`config.mk`:
```
export PLATFORM = sky130hd
export DESIGN_NAME = meas_accum
export DESIGN_NICKNAME = d
export VERILOG_FILES = /design/src/rtl/meas_accum.sv
export SDC_FILE = /design/constraint.sdc
export NUM_CORES = 1
export LEC_CHECK = 0
export ABC_AREA = 0
export BUFFER_PORTS_ARGS = -buffer_cell sky130_fd_sc_hd__buf_2
export CORE_UTILIZATION = 50
export DETAILED_ROUTE_END_ITERATION = 10
export GPL_TIMING_DRIVEN = 0
export PLACE_DENSITY_LB_ADDON = 0.08
export SYNTH_ARGS = -nofsm -noshare
export SYNTH_HDL_FRONTEND = slang
export SYNTH_SLANG_ARGS = --single-unit
```
`constraint.sdc`:
```
create_clock -name clk -period 7.63 [get_ports clk]
set_input_delay 0.763 -clock clk [delete_from_list [all_inputs] [get_ports clk]]
set_output_delay 0.763 -clock clk [all_outputs]
set_load 0.01 [all_outputs]
```
`src/rtl/meas_accum.sv`:
```
module meas_accum #(
  parameter int VAL_W   = 16,
  parameter int MAX_EXP = 7,
  parameter int CNT_W   = 16,
  localparam int EXP_W  = (MAX_EXP < 1) ? 1 : $clog2(MAX_EXP + 1),
  localparam int SUM_W  = VAL_W + MAX_EXP,
  localparam int RD_W   = MAX_EXP + 1
) (
  input  logic             clk,
  input  logic             rst_n,
  input  logic             restart,
  input  logic             sample_vld,
  input  logic [VAL_W-1:0] sample_val,
  input  logic [EXP_W-1:0] num_exp,
  input  logic [SUM_W-1:0] sum_ref,
  input  logic [SUM_W-1:0] sum_margin,
  input  logic [VAL_W-1:0] avg_ref,
  input  logic [VAL_W-1:0] avg_margin,
  output logic             batch_done,
  output logic [SUM_W-1:0] sum_out,
  output logic [VAL_W-1:0] avg_out,
  output logic             sum_pass,
  output logic             sum_fail,
  output logic             avg_pass,
  output logic             avg_fail,
  output logic [CNT_W-1:0] meas_count
);

  function automatic logic in_win(input logic [SUM_W-1:0] v,
                                  input logic [SUM_W-1:0] r,
                                  input logic [SUM_W-1:0] m);
    logic [SUM_W:0] vm, rm;
    vm = {1'b0, v} + {1'b0, m};
    rm = {1'b0, r} + {1'b0, m};
    return (vm >= {1'b0, r}) && ({1'b0, v} <= rm);
  endfunction

  logic [SUM_W-1:0] acc_q, acc_nxt;
  logic [RD_W-1:0]  rd_cnt, rd_last;
  logic [EXP_W-1:0] exp_eff;
  logic [VAL_W-1:0] avg_nxt;
  logic             take, last, s_ok, a_ok;

  assign exp_eff = (num_exp > EXP_W'(MAX_EXP)) ? EXP_W'(MAX_EXP) : num_exp;
  assign rd_last = (RD_W'(1) << exp_eff) - RD_W'(1);
  assign take    = sample_vld & ~restart;
  assign last    = take & (rd_cnt >= rd_last);
  assign acc_nxt = acc_q + SUM_W'(sample_val);
  assign avg_nxt = VAL_W'(acc_nxt >> exp_eff);
  assign s_ok    = in_win(acc_nxt, sum_ref, sum_margin);
  assign a_ok    = in_win(SUM_W'(avg_nxt), SUM_W'(avg_ref), SUM_W'(avg_margin));

  always_ff @(posedge clk) begin
    if (!rst_n) begin
      acc_q      <= '0;
      rd_cnt     <= '0;
      batch_done <= 1'b0;
      sum_out    <= '0;
      avg_out    <= '0;
      sum_pass   <= 1'b0;
      sum_fail   <= 1'b0;
      avg_pass   <= 1'b0;
      avg_fail   <= 1'b0;
      meas_count <= '0;
    end else begin
      batch_done <= 1'b0;
      if (restart) begin
        acc_q  <= '0;
        rd_cnt <= '0;
      end else if (take) begin
        meas_count <= meas_count + CNT_W'(1);
        if (last) begin
          acc_q      <= '0;
          rd_cnt     <= '0;
          sum_out    <= acc_nxt;
          avg_out    <= avg_nxt;
          batch_done <= 1'b1;
          sum_pass   <= sum_pass | s_ok;
          sum_fail   <= sum_fail | ~s_ok;
          avg_pass   <= avg_pass | a_ok;
          avg_fail   <= avg_fail | ~a_ok;
        end else begin
          acc_q  <= acc_nxt;
          rd_cnt <= rd_cnt + RD_W'(1);
        end
      end
    end
  end

endmodule


```
Word level (Yosys, flattened, before mapping)
Index checks and enable logic that the tools add are counted.
Operators by class
  $add $sub $neg: 8
  $lt $le $gt $ge: 6
  shift-type cells: 2
  muxes and demuxes: 4
  bitwise logic cells: 11
  reduce and logical (&&, ||, !) cells: 6
Operators by type and width (number)
  adder 23 x 23 -> 24 bit: 2
  adder 16 x 16 -> 17 bit: 2
  >= comparator 24 x 23 -> 1 bit: 1
  less-or-equal comparator 23 x 24 -> 1 bit: 1
  adder 23 x 16 -> 23 bit: 1
  2-to-1 mux 23 bit: 1
  right shift 23 x 3 -> 16 bit: 1
  >= comparator 17 x 16 -> 1 bit: 1
  less-or-equal comparator 16 x 17 -> 1 bit: 1
  adder 16 x 1 -> 16 bit, second input constant: 1
  adder 8 x 1 -> 8 bit, second input constant: 1
  >= comparator 8 bit: 1
  2-to-1 mux 8 bit: 1
  << shifter 1 x 3 -> 8 bit, first input constant: 1
  subtractor 8 x 2 -> 8 bit, second input constant: 1
  NOT 1 bit: 5
  bitwise OR 1 bit: 4
  > comparator 3 bit, second input constant: 1
  2-to-1 mux 3 bit: 1
  AND reduction 3 bit: 1
  OR reduction 3 bit: 1
  AND 1 bit: 2
  logical AND 1 bit: 2
  AND reduction 2 bit: 1
  2 further kinds: 2
Word-level totals
  register bits after elaboration: 91
  input bits: 101
  output and inout port bits: 60
  logic and storage cells: 47

Logic depth before layout (Yosys ltp)
Gate-level depths: netlist (run 1).
  depth in word-level cells: 8
  depth in mapped cells: 30
  mapped depth without buffers: 30

Least setup slack after synthesis (run 1)
Ideal clock, no wire load.
  path kind: input -> register
  start: input port sample_val[0]
  end: register avg_pass
  setup time: 0.117 ns
  arrival time: 5.959 ns
  data required time: 7.513 ns
  setup slack: 1.554 ns
  stages: 27
  path buffers: 0
  cells stage by stage: ha_1 > inv_1 > fa_1 > nand2b_1 > a21oi_1 > nor2_1 > xnor2_1 > inv_1 > mux4_2 > a21oi_1 > ha_1 > nor2b_1 > o21ai_0 > a21boi_0 > o21ai_0 > a21o_1 > a211oi_1 > or2_2 > a31oi_1 > xnor2_1 > ha_1 > and4_1 > nand4_1 > nor2_1 > a2111oi_0 > a31oi_1 > a22o_1
Between the ends
  word-level cells in the longest chain between the ends: 6
  elaborated cells on any way between the ends: 7
  classes of those cells: 2 x add/sub; 2 x order compare; 1 x shift; 1 x bitwise; 1 x reduce/logical
RTL lines
  from (decl): RTL line 13  | input logic [VAL_W-1:0] sample_val,
  adder 23 x 16 -> 23 bit (*): RTL line 48  | assign acc_nxt = acc_q + SUM_W'(sample_val);
  via acc_nxt[6]: RTL line 38  | logic [SUM_W-1:0] acc_q, acc_nxt;
  right shift 23 x 3 -> 16 bit (*): RTL line 49  | assign avg_nxt = VAL_W'(acc_nxt >> exp_eff);
  via avg_nxt[2]: RTL line 41  | logic [VAL_W-1:0] avg_nxt;
  adder 16 x 16 -> 17 bit: RTL line 33  | vm = {1'b0, v} + {1'b0, m};
  >= comparator 17 x 16 -> 1 bit: RTL line 35  | return (vm >= {1'b0, r}) && ({1'b0, v} <= rm);
  logical AND 1 bit (*): RTL line 35
  bitwise OR 1 bit (*): RTL line 80  | avg_pass <= avg_pass | a_ok;
  to (signal assigned): RTL line 80
  to (decl): RTL line 24  | output logic avg_pass,
Mark *: on every way through the listed nets, which the timed path passes. The rest lies on a longest branch.
A chain may end at the register's enable or synchronous reset.

Worst setup path after layout (run 1)
Same ends and word-level chain as after synthesis.

==> results.txt, run 1 <==
----------------------------------------------------
[Outcome]
  Run status ... finished, final reports clean

[Cells and area]
  Nets ... 1,818
  Number of fill cells in the layout ... around 2,100
  Layout cell share with drive strength beyond 1 ... around 15%
  Multi-input logic area ... 0.00839 sq mm
  Ant diodes ... 0
  Register area ... between 0.0015 and 0.002 sq mm
  Layout overhead on the synthesized area ... 13.5%
  Post-Layout Inst Area ... between 0.01 and 0.015 sq mm

[Logic synthesis]
  Net count after synthesis ... approximately 1,700
  Flip-flop and latch count after synthesis ... approximately 90
  Biggest area contributors in the synthesized netlist ... ha_1 (22%), dfxtp_1 (17%), a21oi_1 (5.6%)
  Share of flip-flops with an asynchronous set or reset after synthesis ... 0%
  Most common cell in the synthesized netlist ... ha_1
  Most instantiated cells after synthesis ... ha_1 (186), nor2_1 (131), a21oi_1 (121)
  Unique masters post-synth ... 76
  Biggest area consumer among synthesized cells ... ha_1
  Ys flop type ... dfxtp_1
  Post-synthesis area per instance ... about 7.9 sq um
  Post-synth top area share ... 21.7%
  Synthesized area ... approximately 0.011 sq mm
  YS warnings ... 0
  Number of enable flip-flop cells after synthesis ... 0
  Post-synthesis cell count ... between 1,000 and 1,500
  Seq/Total Area, Yosys ... roughly 17%

[Power and ir drop]
  Static leakage ... about 5.8 nW
  Pwr per Cell Area ... ~150 mW/mm^2
  Fraction of power spent switching nets ... between 30 and 40%
  Overall Power ... approximately 0.0018 W
  Worst VDD drop ... around 85 uV
  Proportion of power drawn by the clock network ... roughly 26%
  Proportion of power drawn by flip-flops and latches ... between 20% and 30%
  Net Switching ... between 0.0007 and 0.0008 W
  Share of total power in combinational logic ... between 40 and 50%
  Internal power ... ~0.0011 W

[STA]
  Final worst-path setup slack ... approximately 0.41 ns
  Clk_skew ... ~0.011 ns
  Slew margin rel. ... between 30% and 40%
  Final Critical Period ... around 7.2 ns
  Final period utilization ... 94.7%
  Unrepaired setup endpoints after global routing ... no
  Slew at the pin closest to its max-slew limit ... between 1 and 1.5 ns
  Pins over their slew limit ... 0
  Count of endpoints failing setup in the final report ... 0
  Count of endpoints failing hold in the final timing report ... 0
  Setup tns final ... 0 ns
  Fmax ... roughly 140 MHz

[Placement]
  Estimated wirelength of the detail-placed design ... roughly 26,000 um
  Placed cell areas ... ~0.012 sq mm
  Gpl congestion ... between 0.8 and 0.9
  Count of input and output buffers ... about 160
  Worst slack at placement ... 0.0170 ns

[Clock tree]
  Deepest level of the CTS H-tree ... 3
  Count of hold-fix buffers inserted at cts ... 0
  Post-CTS Repair Setup Buffers ... 0
  Max Root-Sink Buffers ... 2
  Clock latency on the worst-skew pair ... 0.36 ns
  Number of sinks on the clock net ... between 90 and 100
  Clock tree from TritonCTS ... built
  CTS root buf ... clkbuf_16
  Clock-pin slew on the worst setup and hold paths ... about 0.070 ns
  Clock buffers created by TritonCTS ... 9

[Floorplan]
  Number of cell rows ... 53
  Boundary Pins ... roughly 160
  DIE AREA ... 0.0220 sq mm
  Y dimension of the die ... 148 um
  Core outline area ... ~0.021 sq mm
  Initial core utilization ... approximately half
  Die Wd ... approximately 150 um

[Global route]
  GRT overflow ... 0
  Antenna violations before repair ... 1
  Via count of the first global-routing pass ... approximately 9,500
  Overall fraction of global-route tracks in use ... between 20% and 30%
  Global-route wire length before repair ... 49,300 um
  Largest net degree at the start of global routing ... 17

[Job]
  Max-cap viol count ... 0

[Worst setup path]
  Startpoint kind of the worst setup timing path ... input port
  Max Fanout on Critical Path ... 8
  Category of the worst setup path capture point ... flip-flop
  Largest stage delay on the critical path ... approximately 0.81 ns
  Slowest cell on the critical path ... xnor2_1
  Worst Setup Path Type ... input port to flip-flop
  Arrival @ worst endpoint ... between 7 and 8 ns
  Critical Path RT ... 7.89 ns

[Worst hold path]
  Classification of the worst-slack hold path ... flip-flop to flip-flop

[Route]
  Average wire length per cell after detail routing ... 17.3 um
  Via total after detailed routing ... approximately 10,000
  Drt pass-1 iters ... 5
  Count of nets left with antenna violations after detail routing ... 0
  Remaining DRCs ... 0
  Mean number of vias per cell ... about 5.8
  Routed wire length ... slightly above 30,000 um
  Starting DRC count in detailed routing ... 616

----------------------------------------------------
[power groups by stage]
stage | sequential [W] | combinational, W | clock, W
2_1_floorplan | 0.000492 | 0.000653 | 0
6_report | 0.000482 | 0.000889 | 0.000472
3_5_place_dp | 0.000493 | 0.000876 | 0
4_1_cts | 0.000482 | 0.000882 | 0.000475
5_1_grt | 0.000482 | 0.00100 | 0.000494
3_3_place_gp | 0.000493 | 0.000860 | 0
[per-layer routing]
layer	GRT usage, %	part of all wire [%]	routed length, um
met5	0	0.039	12
met4	8.40	2.3	720
met1	40.1	48	15000
met2	45.0	43	13500
met3	3.13	6.2	1940
[stage by stage]
step / utilization, % / instances / hold slack (ns)
2_1_floorplan: - / 1358 / 0.436
3_3_place_gp: 56.4 / 1790 / 0.441
3_5_place_dp: 56.4 / 1790 / 0.446
4_1_cts: 57.9 / 1806 / 0.455
5_1_grt: 57.9 / 1806 / 0.476
6_report: 57.9 / 1806 / 0.456
[sequential cells by signal, indices dropped and copies added, names as in the netlist]
name	count
sum_pass	1
sum_fail	1
sum_out	23
meas_count	16
avg_fail	1
rd_cnt	8
acc_q	23
avg_out	16
avg_pass	1
batch_done	1
[path summary, 6_finish.rpt]
kind,from,endpoint,slack (ns),cells past startpoint
worst min-delay path,sum_out[13],sum_out[13],0.46,2
worst min register to register,sum_out[13],sum_out[13],0.46,2
worst max register to register,acc_q[0],avg_pass,0.57,28
worst max-delay path,sample_val[0],avg_pass,0.41,29
[cell families after synthesis]
family | count (synthesis) | synth area share, %
buffers and inverters | 136 | 4.89
adder cells (fa/ha/maj) | 191 | 22.6
AND/OR/NAND/NOR | 421 | 18.4
multiplexers | 26 | 4.22
flip-flops | 91 | 17.0
other | 1 | 0.0350
AO/OA/AOI/OAI | 388 | 24.3
XOR/XNOR | 104 | 8.56
[worst max-delay path, delay by kind of cell]
kind / cells / cell delay (ns)
compound gates: 11 / 2.69
xor+xnor: 2 / 0.95
fa+ha+maj: 4 / 1.33
mux: 2 / 0.46
buf+inv: 3 / 0.34
simple gates: 7 / 0.92
[final cells by class]
cell class,count,area share (%)
Multi-Input combinational cell,1131,68.9
Clock buffer,10,1.96
Timing Repair Buffer,157,6.45
Sequential cell,91,15.0
Clock inverter,6,0.596
Buffer,42,1.41
Inverter,94,2.90
Tap cell,275,2.83
[timing repair]
action	CTS	global route
gates resized for setup	0	1
setup endpoints to repair	0	2
endpoints found under the hold margin	0	0
[cells in the final DEF (no fill, tap or decap), types with 6 or more instances in the layout]
cell and count:
o21ba_2 7, o31ai_1 9, buf_2 159, or3_1 11, nor3_1 26, xnor2_1 49, a211oi_1 23, and3_1 6
nand4_1 23, xor2_1 53, nand2_1 112, o21bai_1 15, clkbuf_1 35, mux2i_1 7, dfxtp_1 91, mux4_2 15
o211ai_1 12, nor2b_1 16, nor2_1 131, a31oi_1 8, nand3_1 40, a21o_1 50, nand2b_1 27, o21a_1 20
ha_1 186, a21oi_1 121, o21ai_0 59, inv_1 93, clkbuf_16 9
No activity file was read; power rests on OpenSTA's default activity.
==> run 2: changes to the inputs <==
--- a/config.mk
+++ b/config.mk
@@ -8,6 +8,7 @@
 export ABC_AREA = 0
 export BUFFER_PORTS_ARGS = -buffer_cell sky130_fd_sc_hd__buf_2
 export CORE_UTILIZATION = 50
+export CTS_BUF_LIST = sky130_fd_sc_hd__clkbuf_4
 export DETAILED_ROUTE_END_ITERATION = 10
 export GPL_TIMING_DRIVEN = 0
 export PLACE_DENSITY_LB_ADDON = 0.08
==> results.txt, run 2 (synthesis gave the netlist of run 1 again) <==
----------------------------------------------------
[Outcome]
  Run status ... finished, final reports clean

[Route]
  Total length of routed met3 wires ... 1750 um (-9.8%)
  Count of nets left with antenna violations after detail routing ... 0 (unchanged)
  Met1 wire length ... 15,200 um (+1.2%)
  Detailed route wirelength on metal2 ... 13,600 um (+0.32%)
  Highest layer used for signal routing ... met5
  Drt pass-1 iters ... 5 (unchanged)
  Via total after detailed routing ... 10,386 (-0.22%)
  Routed wire length ... 31,100 um (-0.29%)
  Average wire length per cell after detail routing ... 17.2 um (-0.29%)
  Remaining DRCs ... 0 (unchanged)
  Starting DRC count in detailed routing ... 552 (-10%)
  Mean number of vias per cell ... 5.75 (-0.22%)

[Power and ir drop]
  Worst VDD drop ... 69.3 uV (-18%)
  Static leakage ... 5.74 nW (-1.3%)
  Pwr per Cell Area ... 138 mW/mm^2 (-8.9%)

[Global route]
  Antenna violations before repair ... 1 (unchanged)
  Largest net degree at the start of global routing ... 17 (unchanged)
  Overall fraction of global-route tracks in use ... 28.3% (-0.092 points)
  Via count of the first global-routing pass ... 9,487 (-0.59%)
  Global-route wire length before repair ... 49,100 um (-0.21%)
  GRT overflow ... 0 (unchanged)

[Clock tree]
  Clock latency on the worst-skew pair ... 0.50 ns (+0.14 ns)
  Deepest level of the CTS H-tree ... 3 (unchanged)
  Max Root-Sink Buffers ... 2 (unchanged)
  Clock-pin slew on the worst setup and hold paths ... 0.17 ns (+0.10 ns)
  Clock tree from TritonCTS ... built
  Post-CTS Repair Setup Buffers ... 0 (unchanged)
  Clock buffers created by TritonCTS ... 9 (unchanged)
  Number of sinks on the clock net ... 91 (unchanged)
  CTS root buf ... clkbuf_4

[STA]
  Final period utilization ... 93.2% (-1.5 points)
  Unrepaired setup endpoints after global routing ... no
  Setup tns final ... 0 ns (unchanged)
  Count of endpoints failing hold in the final timing report ... 0 (unchanged)
  Final worst-path setup slack ... 0.521 ns (+0.113 ns)
  Final Critical Period ... 7.11 ns (-0.113 ns)
  Pins over their slew limit ... 0 (unchanged)
  Clk_skew ... 0.0300 ns (+0.0191 ns)
  Slew margin rel. ... 30.2% (-0.79 points)
  Fmax ... 141 MHz (+1.6%)
  Slew at the pin closest to its max-slew limit ... 1.04 ns (+0.0117 ns)
  Count of endpoints failing setup in the final report ... 0 (unchanged)

[Placement]
  Count of input and output buffers ... 157 (unchanged)
  Estimated wirelength of the detail-placed design ... 25,800 um (unchanged)
  Gpl congestion ... 0.868 (unchanged)
  Worst slack at placement ... 0.0170 ns (unchanged)

[Cells and area]
  Regs by FF count ... acc_q: 23 flops, sum_out: 23 flops
  Ant diodes ... 0 (unchanged)
  Layout cell share with drive strength beyond 1 ... 14.8% (-0.065 points)
  Most frequent standard cell in the layout excluding fill and tap cells ... ha_1
  Layout overhead on the synthesized area ... 11.9%
  Nets ... 1,818 (unchanged)
  Top library cells by usage in the layout, fill and taps aside ... ha_1 (186), buf_2 (159), nor2_1 (131)

[Floorplan]
  Core outline area ... 0.0210 sq mm (unchanged)
  DIE AREA ... 0.0220 sq mm (unchanged)
  Number of cell rows ... 53 (unchanged)
  Boundary Pins ... 161 (unchanged)
  Die Wd ... 148 um (unchanged)
  Y dimension of the die ... 148 um (unchanged)
  Initial core utilization ... 51.0% (unchanged)

[Worst setup path]
  Path depth of the worst reg2reg path ... 28 (unchanged)
  Instance count on the critical path ... 28 (-3.4%)
  R2R setup slack ... 0.52 ns (-0.05 ns)
  Max Fanout on Critical Path ... 8 (unchanged)
  Startpoint kind of the worst setup timing path ... flip-flop
  Delay-heaviest family, CP ... compound AO/OA/AOI/OAI gates
  Arrival @ worst endpoint ... 7.51 ns (+0.03 ns)
  Largest stage delay on the critical path ... 0.82 ns (about the same)
  Critical Path RT ... 8.03 ns (+0.14 ns)
  Slowest cell on the critical path ... xnor2_1
  Category of the worst setup path capture point ... flip-flop
  Worst Setup Path Type ... flip-flop to flip-flop
  Buffers & Inverters on Critical Path ... 2 (-1)

[Worst hold path]
  Count of cells along the worst hold path ... 2 (unchanged)
  Classification of the worst-slack hold path ... flip-flop to flip-flop

[Job]
  Max-cap viol count ... 0 (unchanged)

----------------------------------------------------
-- run 2: cell count changes in the layout (fill, tap and decap cells not counted), sizes merged --
cell,delta
clkbuf,-1
clkinv,+1
-- run 2: layout make-up --
class / count / area, sq um
Fill cell: 2078 / 9010
Multi-Input combinational cell: 1131 / 8390
Sequential cell: 91 / 1820
Timing Repair Buffer: 157 / 786
Inverter: 94 / 353
Clock inverter: 7 / 76.3
Clock buffer: 9 / 67.6
Buffer: 42 / 171
Tap cell: 275 / 344
-- run 2: power breakdown --
part	internal, W	switching, W	leakage (nW)
registers	0.000479	0.00000329	0.734
logic	0.000389	0.000499	4.93
clock network	0.000101	0.000184	0.0741
-- run 2: metal layers --
metal	GRT usage, %	vias to the layer above
met5	0	-
met4	6.29	2
met3	2.88	43
met2	45.3	303
met1	40.6	4781
li1	-	5257
-- run 2: worst min-delay path, cell delays in order, from the launching register on --
cell and delay (ns):
dfxtp_1 0.34, nand2_1 0.05, a21oi_1 0.05
-- run 2: timing repair --
action                     in CTS  in global routing
hold buffers                    0                  0
hold endpoints to repair        0                  0
setup endpoints to repair       0                  1
resized for setup               0                  1
-- run 2: per-stage QoR --
| stage | cells | util [%] | power (W) | instance area (sq um) | hold WS [ns] |
|---|---|---|---|---|---|
| finish | 1806 | 57.1 | 0.00166 | 12000 | 0.466 |
| global route | 1806 | 57.1 | 0.00179 | 12000 | 0.486 |
| CTS | 1806 | 57.1 | 0.00165 | 12000 | 0.465 |
| detailed placement | 1790 | 56.4 | 0.00137 | 11900 | 0.446 |
| global placement | 1790 | 56.4 | 0.00135 | 11900 | 0.441 |
| floorplan | 1358 | - | 0.00115 | 10700 | 0.436 |
-- run 2: worst paths after layout --
path                     from          end
hold reg to reg   sum_out[13]  sum_out[13]
setup / recovery     acc_q[0]     avg_pass
hold / removal    sum_out[13]  sum_out[13]
setup reg to reg     acc_q[0]     avg_pass
==> run 3: changes to the inputs <==
--- a/config.mk
+++ b/config.mk
@@ -7,7 +7,9 @@
 export LEC_CHECK = 0
 export ABC_AREA = 0
 export BUFFER_PORTS_ARGS = -buffer_cell sky130_fd_sc_hd__buf_2
-export CORE_UTILIZATION = 50
+export CELL_PAD_IN_SITES_DETAIL_PLACEMENT = 1
+export CELL_PAD_IN_SITES_GLOBAL_PLACEMENT = 1
+export CORE_UTILIZATION = 45
 export CTS_BUF_LIST = sky130_fd_sc_hd__clkbuf_4
 export DETAILED_ROUTE_END_ITERATION = 10
 export GPL_TIMING_DRIVEN = 0
==> results.txt, run 3 (synthesis gave the netlist of run 1 again) <==
----------------------------------------------------
[STA]
  Fmax ... 140 MHz (-0.28%)
  Unrepaired setup endpoints after global routing ... no
  Final Critical Period ... 7.13 ns (+0.0197 ns)
  Count of endpoints failing setup in the final report ... 0 (unchanged)
  Slew margin rel. ... 25.9% (-4.3 points)
  Pins over their slew limit ... 0 (unchanged)
  Count of endpoints failing hold in the final timing report ... 0 (unchanged)
  Clk_skew ... 0.0187 ns (-0.0113 ns)
  Final worst-path setup slack ... 0.501 ns (-0.0197 ns)
  Slew at the pin closest to its max-slew limit ... 1.11 ns (+0.0667 ns)
  Final period utilization ... 93.4% (+0.26 points)

[Worst setup path]
  Cell occurring most often along the worst timing path ... inv_1
  Critical Path RT ... 8.03 ns (about the same)
  Slowest cell on the critical path ... a2111oi_0
  Max Fanout on Critical Path ... 5 (-3)
  Path depth of the worst reg2reg path ... 29 (+3.6%)
  Category of the worst setup path capture point ... flip-flop
  Buffers & Inverters on Critical Path ... 4 (+2)
  R2R setup slack ... 0.55 ns (+0.03 ns)
  Endpoint of the worst-slack reg-to-reg timing path ... avg_pass
  Arrival @ worst endpoint ... 7.53 ns (+0.02 ns)
  Startpoint kind of the worst setup timing path ... input port
  Largest stage delay on the critical path ... 0.69 ns (-0.13 ns)
  Crit path capture ... avg_pass
  Worst Setup SP ... sample_val[0]
  Startpoint of the worst-slack reg-to-reg timing path ... acc_q[0]
  Instance count on the critical path ... 30 (+7.1%)
  Worst Setup Path Type ... input port to flip-flop
  Delay-heaviest family, CP ... compound AO/OA/AOI/OAI gates

[Clock tree]
  Clock tree from TritonCTS ... built
  Max Root-Sink Buffers ... 2 (unchanged)
  Post-CTS Repair Setup Buffers ... 0 (unchanged)
  Clock latency on the worst-skew pair ... 0.49 ns (about the same)
  Clock buffers created by TritonCTS ... 9 (unchanged)
  Number of sinks on the clock net ... 91 (unchanged)
  Deepest level of the CTS H-tree ... 3 (unchanged)
  Clock-pin slew on the worst setup and hold paths ... 0.16 ns (about the same)
  Count of hold-fix buffers inserted at cts ... 0 (unchanged)
  CTS root buf ... clkbuf_4

[Placement]
  Estimated wirelength of the detail-placed design ... 30,300 um (+17%)
  Worst slack at placement ... -0.585 ns (-0.602 ns)
  Gpl congestion ... 0.878 (+1.1%)
  Total instance count after detailed placement ... 1,834 (+2.5%)
  Count of input and output buffers ... 157 (unchanged)
  Placed cell areas ... 0.0119 sq mm (+0.46%)

[Global route]
  Via count of the first global-routing pass ... 10,868 (+15%)
  Largest net degree at the start of global routing ... 16 (-1)
  Global-route wire length before repair ... 57,000 um (+16%)
  Antenna violations before repair ... 2 (+1)
  GRT overflow ... 0 (unchanged)
  Overall fraction of global-route tracks in use ... 29.9% (+1.6 points)

[Cells and area]
  Most frequent standard cell in the layout excluding fill and tap cells ... ha_1
  Nets ... 1,818 (unchanged)
  Non-filler instance count after layout ... 1,851 (+2.5%)
  Layout cell share with drive strength beyond 1 ... 14.9% (+0.13 points)
  Layout overhead on the synthesized area ... 12.7%
  Regs by FF count ... acc_q: 23 flops, sum_out: 23 flops
  Post-Layout Inst Area ... 0.0121 sq mm (+0.69%)
  Number of fill cells in the layout ... 3,037 (+46%)
  Top library cells by usage in the layout, fill and taps aside ... ha_1 (186), buf_2 (159), nor2_1 (131)

[Floorplan]
  Core outline area ... 0.0234 sq mm (+11%)
  Boundary Pins ... 161 (unchanged)
  Initial core utilization ... 45.8% (-5.2 points)
  Y dimension of the die ... 156 um (+5.3%)
  Die Wd ... 156 um (+5.3%)
  Number of cell rows ... 56 (+5.7%)
  DIE AREA ... 0.0245 sq mm (+11%)

[Route]
  Via total after detailed routing ... 10,784 (+3.8%)
  Count of nets left with antenna violations after detail routing ... 0 (unchanged)
  Starting DRC count in detailed routing ... 535 (-3.1%)
  Average wire length per cell after detail routing ... 19.5 um (+14%)
  Drt pass-1 iters ... 6 (+1)
  Routed wire length ... 36,200 um (+16%)
  Mean number of vias per cell ... 5.83 (+1.3%)
  Remaining DRCs ... 0 (unchanged)

[Worst hold path]
  Classification of the worst-slack hold path ... flip-flop to flip-flop

[Power and ir drop]
  Worst VDD drop ... 59.1 uV (-15%)
  Static leakage ... 5.74 nW (+0.10%)
  Pwr per Cell Area ... 140 mW/mm^2 (+1.2%)

[Job]
  Max-cap viol count ... 0 (unchanged)

[Outcome]
  Run status ... finished, final reports clean

----------------------------------------------------
==> run 3: worst min path at each step <==
stage,from,to,cells past startpoint
CTS,sum_out[10],sum_out[10],2
global placement,sum_pass,sum_pass,2
detailed placement,sum_out[10],sum_out[10],2
finish,sum_out[4],sum_out[4],2
floorplan,acc_q[0],acc_q[0],2
global route,sum_out[4],sum_out[4],2
==> run 3: power by group <==
group          leakage (nW)  internal, W  switching, W  total [W]
sequential            0.734     0.000479    0.00000370   0.000483
clock                0.0695    0.0000990      0.000183   0.000282
combinational          4.94     0.000395      0.000527   0.000922
total                  5.74     0.000974      0.000713    0.00169
==> run 3: worst reg2reg max path, delay by kind of cell, from the launching register on <==
| kind | cells | cell delay, ns |
|---|---|---|
| fa+ha+maj | 4 | 1.12 |
| flops | 1 | 0.36 |
| xor+xnor | 2 | 0.49 |
| mux | 1 | 0.55 |
| compound gates | 12 | 2.74 |
| simple gates | 7 | 1.12 |
| buf+inv | 3 | 0.60 |
==> run 3: timing repair <==
action	CTS	global route
resized for setup	1	5
setup endpoints to repair	1	4
gates cloned	0	0
==> run 3: through the flow <==
stage / utilization, % / hold WS [ns] / power, W / TNS, ns
2_1_floorplan: - / 0.436 / 0.00115 / 0
3_5_place_dp: 50.9 / 0.447 / 0.00140 / -1.26
3_3_place_gp: 50.9 / 0.433 / 0.00137 / -0.628
5_1_grt: 51.7 / 0.494 / 0.00181 / 0
4_1_cts: 51.5 / 0.467 / 0.00169 / 0
6_report: 51.7 / 0.465 / 0.00169 / 0
==> run 3: routing by layer <==
metal / track usage (%) / routed length [um]
met3: 3.24 / 1520
met1: 38.9 / 16800
met5: 0 / 11
met2: 52.3 / 17200
met4: 7.61 / 704
==> run 3: cell type report <==
cell class	count	area, sq um	area share, %
multi-input combinational	1131	8420	69.7
sequential	91	1820	15.1
timing repair buffer	157	786	6.50
tap	319	399	3.30
inverter	94	353	2.92
buffer	42	171	1.42
clock buffer	9	67.6	0.559
clock inverter	7	66.3	0.548
antenna	1	2.50	0.0207
